$ cat config.mk
export PLATFORM = sky130hd
export DESIGN_NAME = bsram_front
export DESIGN_NICKNAME = d
export VERILOG_FILES = /design/src/rtl/bsram_front_pkg.sv /design/src/rtl/bsram_cmd_decode.sv /design/src/rtl/bsram_wr_decode.sv /design/src/rtl/bsram_burst_addr.sv /design/src/rtl/bsram_front.sv
export SDC_FILE = /design/constraint.sdc
export NUM_CORES = 1
export LEC_CHECK = 0
export CAP_MARGIN = 25
export CORE_ASPECT_RATIO = 0.75
export CORE_MARGIN = 2
export CORE_UTILIZATION = 41
export CTS_CLUSTER_SIZE = 10
export DETAILED_ROUTE_END_ITERATION = 10
export PLACE_DENSITY = 0.88
export SLEW_MARGIN = 5
export SYNTH_ARGS = -nofsm -noshare
export SYNTH_HDL_FRONTEND = slang
export SYNTH_HIERARCHICAL = 1
export SYNTH_SLANG_ARGS = --single-unit
$ cat constraint.sdc
create_clock -name clk -period 4.99 [get_ports clk]
set_input_delay 1.2475 -clock clk [delete_from_list [all_inputs] [get_ports clk]]
set_output_delay 1.2475 -clock clk [all_outputs]
set_load 0.02 [all_outputs]
$ cat src/rtl/bsram_front_pkg.sv
// Package: shared command encoding and burst-order arithmetic for the
// burst SRAM front end. Assumes a fixed four-beat burst (two low bits).
package bsram_front_pkg;

    localparam int BURST_W = 2;

    typedef enum logic [2:0] {
        CMD_CONT     = 3'd0,  // no strobe taken, hold address
        CMD_ADV      = 3'd1,  // no strobe taken, step the burst
        CMD_LOAD_RD  = 3'd2,  // processor start, always a read
        CMD_LOAD_CTL = 3'd3,  // controller start, writes sampled
        CMD_DESEL    = 3'd4   // strobe taken while not selected
    } cmd_e;

    // Low address bits for beat 'cnt' of a burst starting at 'start'.
    function automatic logic [BURST_W-1:0] burst_low(
        input logic [BURST_W-1:0] start,
        input logic [BURST_W-1:0] cnt,
        input logic               interleave
    );
        logic [BURST_W-1:0] r;
        if (interleave) r = start ^ cnt;
        else            r = start + cnt;
        return r;
    endfunction

endpackage

$ cat src/rtl/bsram_cmd_decode.sv
// Module: bsram_cmd_decode
// Classifies one clock edge from the strobes, advance and chip enables.
// Assumes all inputs are already synchronous to the clock; purely
// combinational, its result is registered by the caller.
module bsram_cmd_decode
    import bsram_front_pkg::*;
(
    input  logic pstrb_n,
    input  logic cstrb_n,
    input  logic adv_n,
    input  logic ce_main_n,
    input  logic ce_hi,
    input  logic ce_lo_n,
    input  logic active,
    output cmd_e cmd
);

    logic p_take;
    logic c_take;
    logic sec_ok;

    // Strobe qualification: main enable gates only the processor strobe.
    always_comb begin
        p_take = !pstrb_n && !ce_main_n;
        c_take = !cstrb_n && pstrb_n;
        sec_ok = ce_hi && !ce_lo_n;
    end

    // Priority choice: processor strobe, controller strobe, then burst.
    always_comb begin
        if (p_take)
            cmd = sec_ok ? CMD_LOAD_RD : CMD_DESEL;
        else if (c_take)
            cmd = (sec_ok && !ce_main_n) ? CMD_LOAD_CTL : CMD_DESEL;
        else if (pstrb_n && cstrb_n && !adv_n && active)
            cmd = CMD_ADV;
        else
            cmd = CMD_CONT;
    end

endmodule

$ cat src/rtl/bsram_wr_decode.sv
// Module: bsram_wr_decode
// Turns write-all, lane qualifier and lane selects into a lane mask.
// Assumes active-low inputs; combinational.
module bsram_wr_decode #(
    parameter int NLANE = 2
) (
    input  logic             gwr_n,
    input  logic             bwen_n,
    input  logic [NLANE-1:0] bw_n,
    output logic [NLANE-1:0] mask
);

    // Lane mask: write-all dominates, then qualified per-lane selects.
    always_comb begin
        if (!gwr_n)       mask = '1;
        else if (!bwen_n) mask = ~bw_n;
        else              mask = '0;
    end

endmodule

$ cat src/rtl/bsram_burst_addr.sv
// Module: bsram_burst_addr
// Holds the loaded word address and a wrapping beat counter and forms
// the current word address in interleaved or linear order. Assumes the
// order select is static; it is captured only during reset.
module bsram_burst_addr
    import bsram_front_pkg::*;
#(
    parameter int AW = 21
) (
    input  logic          clk,
    input  logic          rst_n,
    input  logic          order_sel,
    input  cmd_e          cmd,
    input  logic [AW-1:0] addr_in,
    output logic [AW-1:0] word_addr
);

    localparam int HI_W = AW - BURST_W;

    logic [HI_W-1:0]    base_hi;
    logic [BURST_W-1:0] start_lo;
    logic [BURST_W-1:0] cnt;
    logic               order_q;
    logic               past_ok;

    // Address state: load on a start, step on advance, else hold.
    always_ff @(posedge clk) begin
        if (!rst_n) begin
            base_hi  <= '0;
            start_lo <= '0;
            cnt      <= '0;
            order_q  <= order_sel;
        end else begin
            case (cmd)
                CMD_LOAD_RD, CMD_LOAD_CTL: begin
                    base_hi  <= addr_in[AW-1:BURST_W];
                    start_lo <= addr_in[BURST_W-1:0];
                    cnt      <= '0;
                end
                CMD_ADV: cnt <= cnt + 1'b1;
                default: ;
            endcase
        end
    end

    // Marks that at least one edge has passed since reset.
    always_ff @(posedge clk) begin
        if (!rst_n) past_ok <= 1'b0;
        else        past_ok <= 1'b1;
    end

    // Output address: upper bits plus ordered low bits.
    always_comb begin
        word_addr = {base_hi, burst_low(start_lo, cnt, order_q)};
    end

    // a hold edge leaves the whole address unchanged.
    assert_hold_keeps_addr_R5: assert property (@(posedge clk) disable iff (!rst_n)
        past_ok && $past(cmd == CMD_CONT) |-> $stable(word_addr));

    // an advance never touches the bits above the burst field.
    assert_adv_keeps_upper_R5: assert property (@(posedge clk) disable iff (!rst_n)
        past_ok && $past(cmd == CMD_ADV) |-> $stable(word_addr[AW-1:BURST_W]));

    // the captured order does not change outside reset.
    assert_order_static_R11: assert property (@(posedge clk) disable iff (!rst_n)
        past_ok |-> $stable(order_q));

endmodule

$ cat src/rtl/bsram_front.sv
// Module: bsram_front (top)
// Synchronous command front end of a flow-through burst SRAM. Decodes
// each edge, keeps the burst address and registers the lane write
// strobes and the output-drive permission. Assumes synchronous inputs,
// a static order select and a synchronous active-low reset.
module bsram_front
    import bsram_front_pkg::*;
#(
    parameter int AW    = 21,
    parameter int NLANE = 2
) (
    input  logic             clk,
    input  logic             rst_n,
    input  logic             pstrb_n,
    input  logic             cstrb_n,
    input  logic             adv_n,
    input  logic             ce_main_n,
    input  logic             ce_hi,
    input  logic             ce_lo_n,
    input  logic             gwr_n,
    input  logic             bwen_n,
    input  logic [NLANE-1:0] bw_n,
    input  logic             order_sel,
    input  logic [AW-1:0]    addr_in,
    output logic [AW-1:0]    word_addr,
    output logic [NLANE-1:0] wr_strb,
    output logic             drive_en
);

    cmd_e             cmd;
    logic             active;
    logic [NLANE-1:0] lane_mask;
    logic             past_ok;

    bsram_cmd_decode u_dec (
        .pstrb_n   (pstrb_n),
        .cstrb_n   (cstrb_n),
        .adv_n     (adv_n),
        .ce_main_n (ce_main_n),
        .ce_hi     (ce_hi),
        .ce_lo_n   (ce_lo_n),
        .active    (active),
        .cmd       (cmd)
    );

    bsram_wr_decode #(.NLANE(NLANE)) u_wr (
        .gwr_n  (gwr_n),
        .bwen_n (bwen_n),
        .bw_n   (bw_n),
        .mask   (lane_mask)
    );

    bsram_burst_addr #(.AW(AW)) u_addr (
        .clk       (clk),
        .rst_n     (rst_n),
        .order_sel (order_sel),
        .cmd       (cmd),
        .addr_in   (addr_in),
        .word_addr (word_addr)
    );

    // Cycle state: selection, lane strobes and drive permission.
    always_ff @(posedge clk) begin
        if (!rst_n) begin
            active   <= 1'b0;
            wr_strb  <= '0;
            drive_en <= 1'b0;
        end else begin
            case (cmd)
                CMD_LOAD_RD: begin
                    active   <= 1'b1;
                    wr_strb  <= '0;
                    drive_en <= 1'b1;
                end
                CMD_LOAD_CTL: begin
                    active   <= 1'b1;
                    wr_strb  <= lane_mask;
                    drive_en <= (lane_mask == '0);
                end
                CMD_DESEL: begin
                    active   <= 1'b0;
                    wr_strb  <= '0;
                    drive_en <= 1'b0;
                end
                default: begin
                    wr_strb  <= active ? lane_mask : '0;
                    drive_en <= active && (lane_mask == '0);
                end
            endcase
        end
    end

    // Marks that at least one edge has passed since reset.
    always_ff @(posedge clk) begin
        if (!rst_n) past_ok <= 1'b0;
        else        past_ok <= 1'b1;
    end

    // a write cycle never drives the outputs.
    assert_write_blocks_drive_R9: assert property (@(posedge clk) disable iff (!rst_n)
        (wr_strb != '0) |-> !drive_en);

    // a processor start ignores the write inputs and reads.
    assert_pstart_reads_R2: assert property (@(posedge clk) disable iff (!rst_n)
        past_ok && $past(cmd == CMD_LOAD_RD) |-> (wr_strb == '0) && drive_en);

    // a deselect stops both writing and driving.
    assert_desel_quiet_R10: assert property (@(posedge clk) disable iff (!rst_n)
        past_ok && $past(cmd == CMD_DESEL) |-> (wr_strb == '0) && !drive_en);

    // the main enable blocks a processor strobe from loading.
    assert_main_gates_pstrb_R4: assert property (@(posedge clk) disable iff (!rst_n)
        ce_main_n |-> cmd != CMD_LOAD_RD);

endmodule

==> results of run 1 <==
==> registers in the layout, summed over array words and instances (netlist names) <==
signal,flops
active,1
u_addr/start_lo,2
u_addr/order_q,1
wr_strb,2
u_addr/base_hi,19
drive_en,1
u_addr/cnt,2
==> power breakdown <==
group | switching, mW | total [mW] | internal (mW)
registers | 0.00270 | 0.233 | 0.230
logic | 0.0260 | 0.0629 | 0.0369
clock network | 0.0609 | 0.105 | 0.0446
total | 0.0896 | 0.401 | 0.311
==> per-layer routing <==
| layer | routed length, microns | vias to the layer above | global-route usage [%] | part of all wire [%] |
|---|---|---|---|---|
| met5 | 0 | - | 0 | 0 |
| met4 | 27 | 0 | 2.90 | 0.93 |
| met3 | 208 | 2 | 7.62 | 7.2 |
| met2 | 1460 | 36 | 35.8 | 51 |
| met1 | 1190 | 491 | 21.2 | 41 |
| li1 | - | 557 | - | - |
==> how the worst max path moves through the flow <==
stage	startpoint	end	slack [ns]	cells past startpoint
after floorplan	cstrb_n	u_addr/base_hi[10]	1.85	5
after global placement	cstrb_n	u_addr/start_lo[1]	1.75	6
after detailed placement	ce_main_n	u_addr/cnt[1]	1.68	6
after CTS	u_addr/cnt[0]	word_addr[1]	1.90	4
after global routing	cstrb_n	u_addr/base_hi[4]	1.79	6
final	u_addr/cnt[0]	word_addr[1]	1.89	4
==> critical path, cell delays in order, from the launching register on <==
cell and delay [ns]:
dfxtp_1 0.42, ha_1 0.19, nor2b_1 0.18, xnor2_1 0.13
clkdlybuf4s50_1 0.62
==> through the flow <==
stage | cell area (sq um) | instances | util [%] | hold slack (ns)
floorplan | 1110 | 133 | - | 0.441
global placement | 1700 | 221 | 66.0 | 0.442
CTS | 1740 | 225 | 67.4 | 0.469
finish | 1740 | 225 | 67.4 | 0.466
detailed placement | 1700 | 221 | 66.0 | 0.449
global route | 1740 | 225 | 67.4 | 0.482
==> cell usage after synthesis (3+ instances only) <==
cell type | instances | area share [%]
a21oi_1 | 25 | 11
buf_2 | 4 | 1.8
dfxtp_1 | 27 | 49
nand2_1 | 43 | 15
nor2_1 | 3 | 1.0
o21ai_1 | 3 | 1.4
xnor2_1 | 3 | 2.4
==> area by class of cell <==
class / count / area (sq um)
flip-flops and latches: 28 / 571
fillers: 215 / 842
repair buffers: 58 / 578
well taps: 36 / 45.0
multi-input cells: 97 / 503
clock buffers: 4 / 36.3
inverters: 2 / 7.51
==> kinds of logic (layout without fill, tap and decap cells) <==
| family | Yosys count | count (layout) | synth area share (%) |
|---|---|---|---|
| simple gates | 57 | 57 | 23.4 |
| compound gates | 35 | 35 | 17.5 |
| flops | 28 | 28 | 51.5 |
| buf+inv | 8 | 64 | 3.16 |
| xor+xnor | 3 | 3 | 2.37 |
| fa+ha+maj | 1 | 1 | 1.13 |
| mux | 1 | 1 | 0.904 |
==> flow_summary_export.csv, run 1 <==
group,metric,value,unit
clocking,cts_hold_buf,0,
grt,grt_pass1_wl,4790,microns
synth,synth_fp_nets,168,
synth,synth_cell_types,26,
critical_path,crit_required,3.74,ns
critical_path,ff2ff_setup_slack,3.46,ns
route,drtIter0Drc,22,
die,initial_utilization,42.9,%
sta,final.period_utilization,62.2,%
finish,areaGrowthSynthToFinish,57.2,%
route,ant_nets,0,
synth,synth_warnings,6,
sta,fin_worst_skew,0.000408,ns
finish,nets,225,
clocking,cts_buffers,3,
route,drc_errors,0,
power_and_ir_drop,ir_drop,0.198,mV
die,fp-row-count,16,
route,viasPerCell,4.83,
synth,ys_seq_elements,28,
grt,track_usage,19.4,%
clocking,cts.clk_slew.worst_paths,0.14,ns
sta,rsz0062_at_grt,"no",
die,fp.dieArea,3140,sq um
worst_hold_path,min_path_type,"flip-flop to flip-flop",
placed_design,gp_congestion,0.809,
worst_hold_path,holdPathStages,2,
sta,fin_crit,3.10,ns
synth,yosysSeqAreaShare,51.5,%
critical_path,ff2ff_path_depth,5,
finish,drive_above_1_share,4.23,%
critical_path,crit_arrival,1.86,ns
sta,finalHoldViolations,0,
job,drv_cap,0,
clocking,cts_tree,"yes",
sta,max_freq,0.322,GHz
sta,finalSetupTns,0,ns
worst_hold_path,whs_endpoint,"u_addr/base_hi[5]",
synth,syn_avg_cell_area,8.33,sq um
critical_path,r2r-start,"active",
critical_path,critPathKind,"flip-flop to output port",
die,ios,58,
sta,setup_viol,0,
grt,grt_antenna_before_repair,0,
power_and_ir_drop,p_total,0.401,mW
critical_path,regToRegEndpoint,"u_addr/cnt[1]",
finish,diodes,0,
sta,tightest_slew,0.771,ns
grt,grt_max_degree,25,
sta,layout_setup_ws,1.89,ns
worst_hold_path,min-delay-start,"u_addr/base_hi[5]",
synth,synth_ff_type,"dfxtp_1",
critical_path,worstPathMaxFanout,5,
finish,layout_commonest_cell,"clkdlybuf4s50_1",
die,placeableCoreArea,2580,sq um
critical_path,cp-start-kind,"flip-flop",
synth,async_flop_share,0,%
clocking,htree_levels,1,
clocking,cts_resized,0,
die,fp.dieH,49.0,microns
route,drt-pass1-iter-count,4,
sta,drv_slew,0,
power_and_ir_drop,power_density,230,nW/um^2
grt,grt_pass1_vias,1122,
power_and_ir_drop,power.leakage,0.588,nW
clocking,clock_tree.root_cell,"clkbuf_4",
die,die_w,64.0,microns
synth,synth-edff-count,1,
placed_design,portBuffers,57,
route,num_vias,1086,
finish,final_cell_mix,"clkdlybuf4s50_1 (57), nand2_1 (43), dfxtp_1 (27)",
grt,grt-ovfl-total,0,
clocking,cts_sinks,28,
clocking,insertion_delay,0.31,ns
outcome,status,"finished clean",
clocking,clock_path_buffers,2,
placed_design,hpwl,2200,microns
critical_path,cp-end-kind,"output port",
synth,synth_cells,133,
route,drt_wl_total,2890,microns
sta,slew_headroom,48.6,%
synth,syn_area,1110,sq um
clocking,postCtsSetupRepairBufs,0,
route,routedWlPerCell,12.8,microns
placed_design,pre_cts_ws,1.68,ns
Note: power is estimated with default switching activity, not from simulation.
==> inputs of run 2 (changes only) <==
--- a/config.mk
+++ b/config.mk
@@ -8,10 +8,10 @@
 export CAP_MARGIN = 25
 export CORE_ASPECT_RATIO = 0.75
 export CORE_MARGIN = 2
-export CORE_UTILIZATION = 41
+export CORE_UTILIZATION = 35
 export CTS_CLUSTER_SIZE = 10
 export DETAILED_ROUTE_END_ITERATION = 10
-export PLACE_DENSITY = 0.88
+export PLACE_DENSITY = 0.8
 export SLEW_MARGIN = 5
 export SYNTH_ARGS = -nofsm -noshare
 export SYNTH_HDL_FRONTEND = slang
==> constraint.sdc (replaced) <==
create_clock -name clk -period 2.7 [get_ports clk]
set_input_delay 0.675 -clock clk [delete_from_list [all_inputs] [get_ports clk]]
set_output_delay 0.675 -clock clk [all_outputs]
set_load 0.02 [all_outputs]
==> run 2 against run 1 <==
Net effect:
- clock skew is 0.0026 ns higher
- critical path type unchanged
- hold slack worse by 0.0086 ns
- largest power group unchanged
- flip-flop and latch count stayed put
- worst setup slack worse by 1.6 ns
- clock power is 140% higher
- combinational power is 92% higher
- count of clock-buffer cells in the layout stayed put
- critical endpoint unchanged
- largest cell class unchanged
==> flow_summary_export.csv, run 2 (synthesized netlist as in run 1, its figures left out) <==
group,metric,value,unit
outcome,status,"finished clean",
placed_design,hpwl,2200,microns
clocking,insertion_delay,0.27,ns
clocking,clock_path_buffers,2,
die,placeableCoreArea,2980,sq um
critical_path,crit_arrival,1.74,ns
route,routedWlPerCell,12.2,microns
clocking,cts_resized,0,
grt,track_usage,17.9,%
sta,tightest_slew,0.466,ns
sta,fin_crit,2.42,ns
worst_hold_path,min_path_type,"flip-flop to flip-flop",
grt,grt-ovfl-total,0,
critical_path,critPathKind,"flip-flop to output port",
die,fp.dieH,52.7,microns
critical_path,cp-endpoint,"word_addr[1]",
grt,top_usage_layer,"met2",
clocking,postCtsSetupRepairBufs,0,
critical_path,cp-end-kind,"output port",
route,num_vias,1099,
route,drtIter0Drc,43,
grt,grt_pass1_vias,1064,
finish,layout_commonest_cell,"clkdlybuf4s50_1",
route,drt_wl_total,2840,microns
die,initial_utilization,37.2,%
sta,max_freq,0.414,GHz
grt,use_met3,8.17,%
critical_path,crit_chain,"ha_1 > nor2b_1 > xnor2_1 > clkdlybuf4s50_1",
sta,finalHoldViolations,0,
clocking,htree_levels,1,
power_and_ir_drop,p_total,0.800,mW
clocking,cts.clk_slew.worst_paths,0.09,ns
finish,drive_above_1_share,6.70,%
grt,grt_antenna_before_repair,0,
placed_design,portBuffers,57,
sta,final.period_utilization,89.5,%
job,drv_cap,0,
clocking,cts_sinks,28,
sta,finalSetupTns,0,ns
sta,slew_headroom,68.9,%
finish,max_flop_register,"u_addr/base_hi",
power_and_ir_drop,power.leakage,0.627,nW
power_and_ir_drop,ir_drop,0.391,mV
critical_path,r2r-start,"active",
sta,fin_worst_skew,0.00299,ns
power_and_ir_drop,power_density,442,nW/um^2
finish,final_cell_mix,"clkdlybuf4s50_1 (57), nand2_1 (43), dfxtp_1 (27)",
worst_hold_path,min-delay-start,"u_addr/base_hi[8]",
sta,rsz0062_at_grt,"no",
critical_path,regToRegEndpoint,"drive_en",
grt,grt_pass1_wl,4730,microns
finish,areaGrowthSynthToFinish,63.6,%
critical_path,cpMaxStageDelayCell,"clkdlybuf4s50_1",
route,drt-pass1-iter-count,4,
grt,grt_util_met1,18.9,%
placed_design,dpl-instance-area,1760,sq um
critical_path,path_buf_inv,1,
clocking,cts_hold_buf,0,
critical_path,crit_family,"buffers and inverters",
route,ant_nets,0,
placed_design,gp_congestion,0.691,
finish,design_area,1810,sq um
critical_path,crit_required,2.03,ns
route,drc_errors,0,
clocking,cts_tree,"yes",
critical_path,worstPathMaxFanout,5,
critical_path,crit_start,"u_addr/cnt[0]",
critical_path,ff2ff_path_depth,6,
die,fp-row-count,17,
clocking,cts_buffers,3,
finish,final_util,60.8,%
critical_path,critPathMaxStageDelay,0.62,ns
critical_path,path_depth,4,
sta,drv_slew,0,
finish,largest_reg_flops,19,
critical_path,cp-start-kind,"flip-flop",
finish,nets,230,
die,fp.dieArea,3630,sq um
die,ios,58,
route,viasPerCell,4.74,
finish,diodes,0,
clocking,clock_tree.root_cell,"clkbuf_8",
sta,setup_viol,0,
grt,gr-usage-met2,31.1,%
grt,grt_max_degree,17,
critical_path,ff2ff_setup_slack,1.28,ns
die,die_w,69.0,microns
==> run 2: changes by cell type in the layout (fill, tap and decap cells not counted), sizes merged <==
cell  before  now
buf        1    6
==> run 2: final cells by class <==
type	count	area (sq um)
flip-flops and latches	28	571
fillers	255	1170
repair buffers	63	628
multi-input cells	97	503
well taps	38	47.5
clock buffers	4	55.1
inverters	2	7.51
==> run 2: routing by layer <==
metal / vias up / part of all wire [%]
met4: 0 / 1.9
li1: 567 / -
met1: 485 / 41
met3: 6 / 9.5
met2: 41 / 47
met5: - / 0
==> run 2: power breakdown <==
group	internal, mW	switching (mW)
clock	0.130	0.121
sequential	0.424	0.00445
combinational	0.0720	0.0488
==> run 2: how the worst min path moves through the flow <==
stage / end / depth (start not counted)
global route: u_addr/base_hi[16] / 2
finish: u_addr/base_hi[8] / 2
global placement: u_addr/base_hi[12] / 2
CTS: u_addr/base_hi[3] / 2
floorplan: u_addr/start_lo[0] / 2
detailed placement: u_addr/base_hi[3] / 2
==> run 2: per-stage QoR <==
stage / instances / hold WS, ns / worst slack [ns]
finish: 232 / 0.458 / 0.284
CTS: 232 / 0.460 / 0.255
global route: 232 / 0.484 / 0.138
global placement: 228 / 0.442 / 0.179
detailed placement: 228 / 0.447 / 0.0340
floorplan: 133 / 0.441 / 0.137
==> run 2: worst min-delay path: cells and delay by family (launching register included) <==
kind	cells	cell delay, ns
and+or+nand+nor	1	0.05
AOI/OAI and AO/OA	1	0.05
DFF	1	0.32
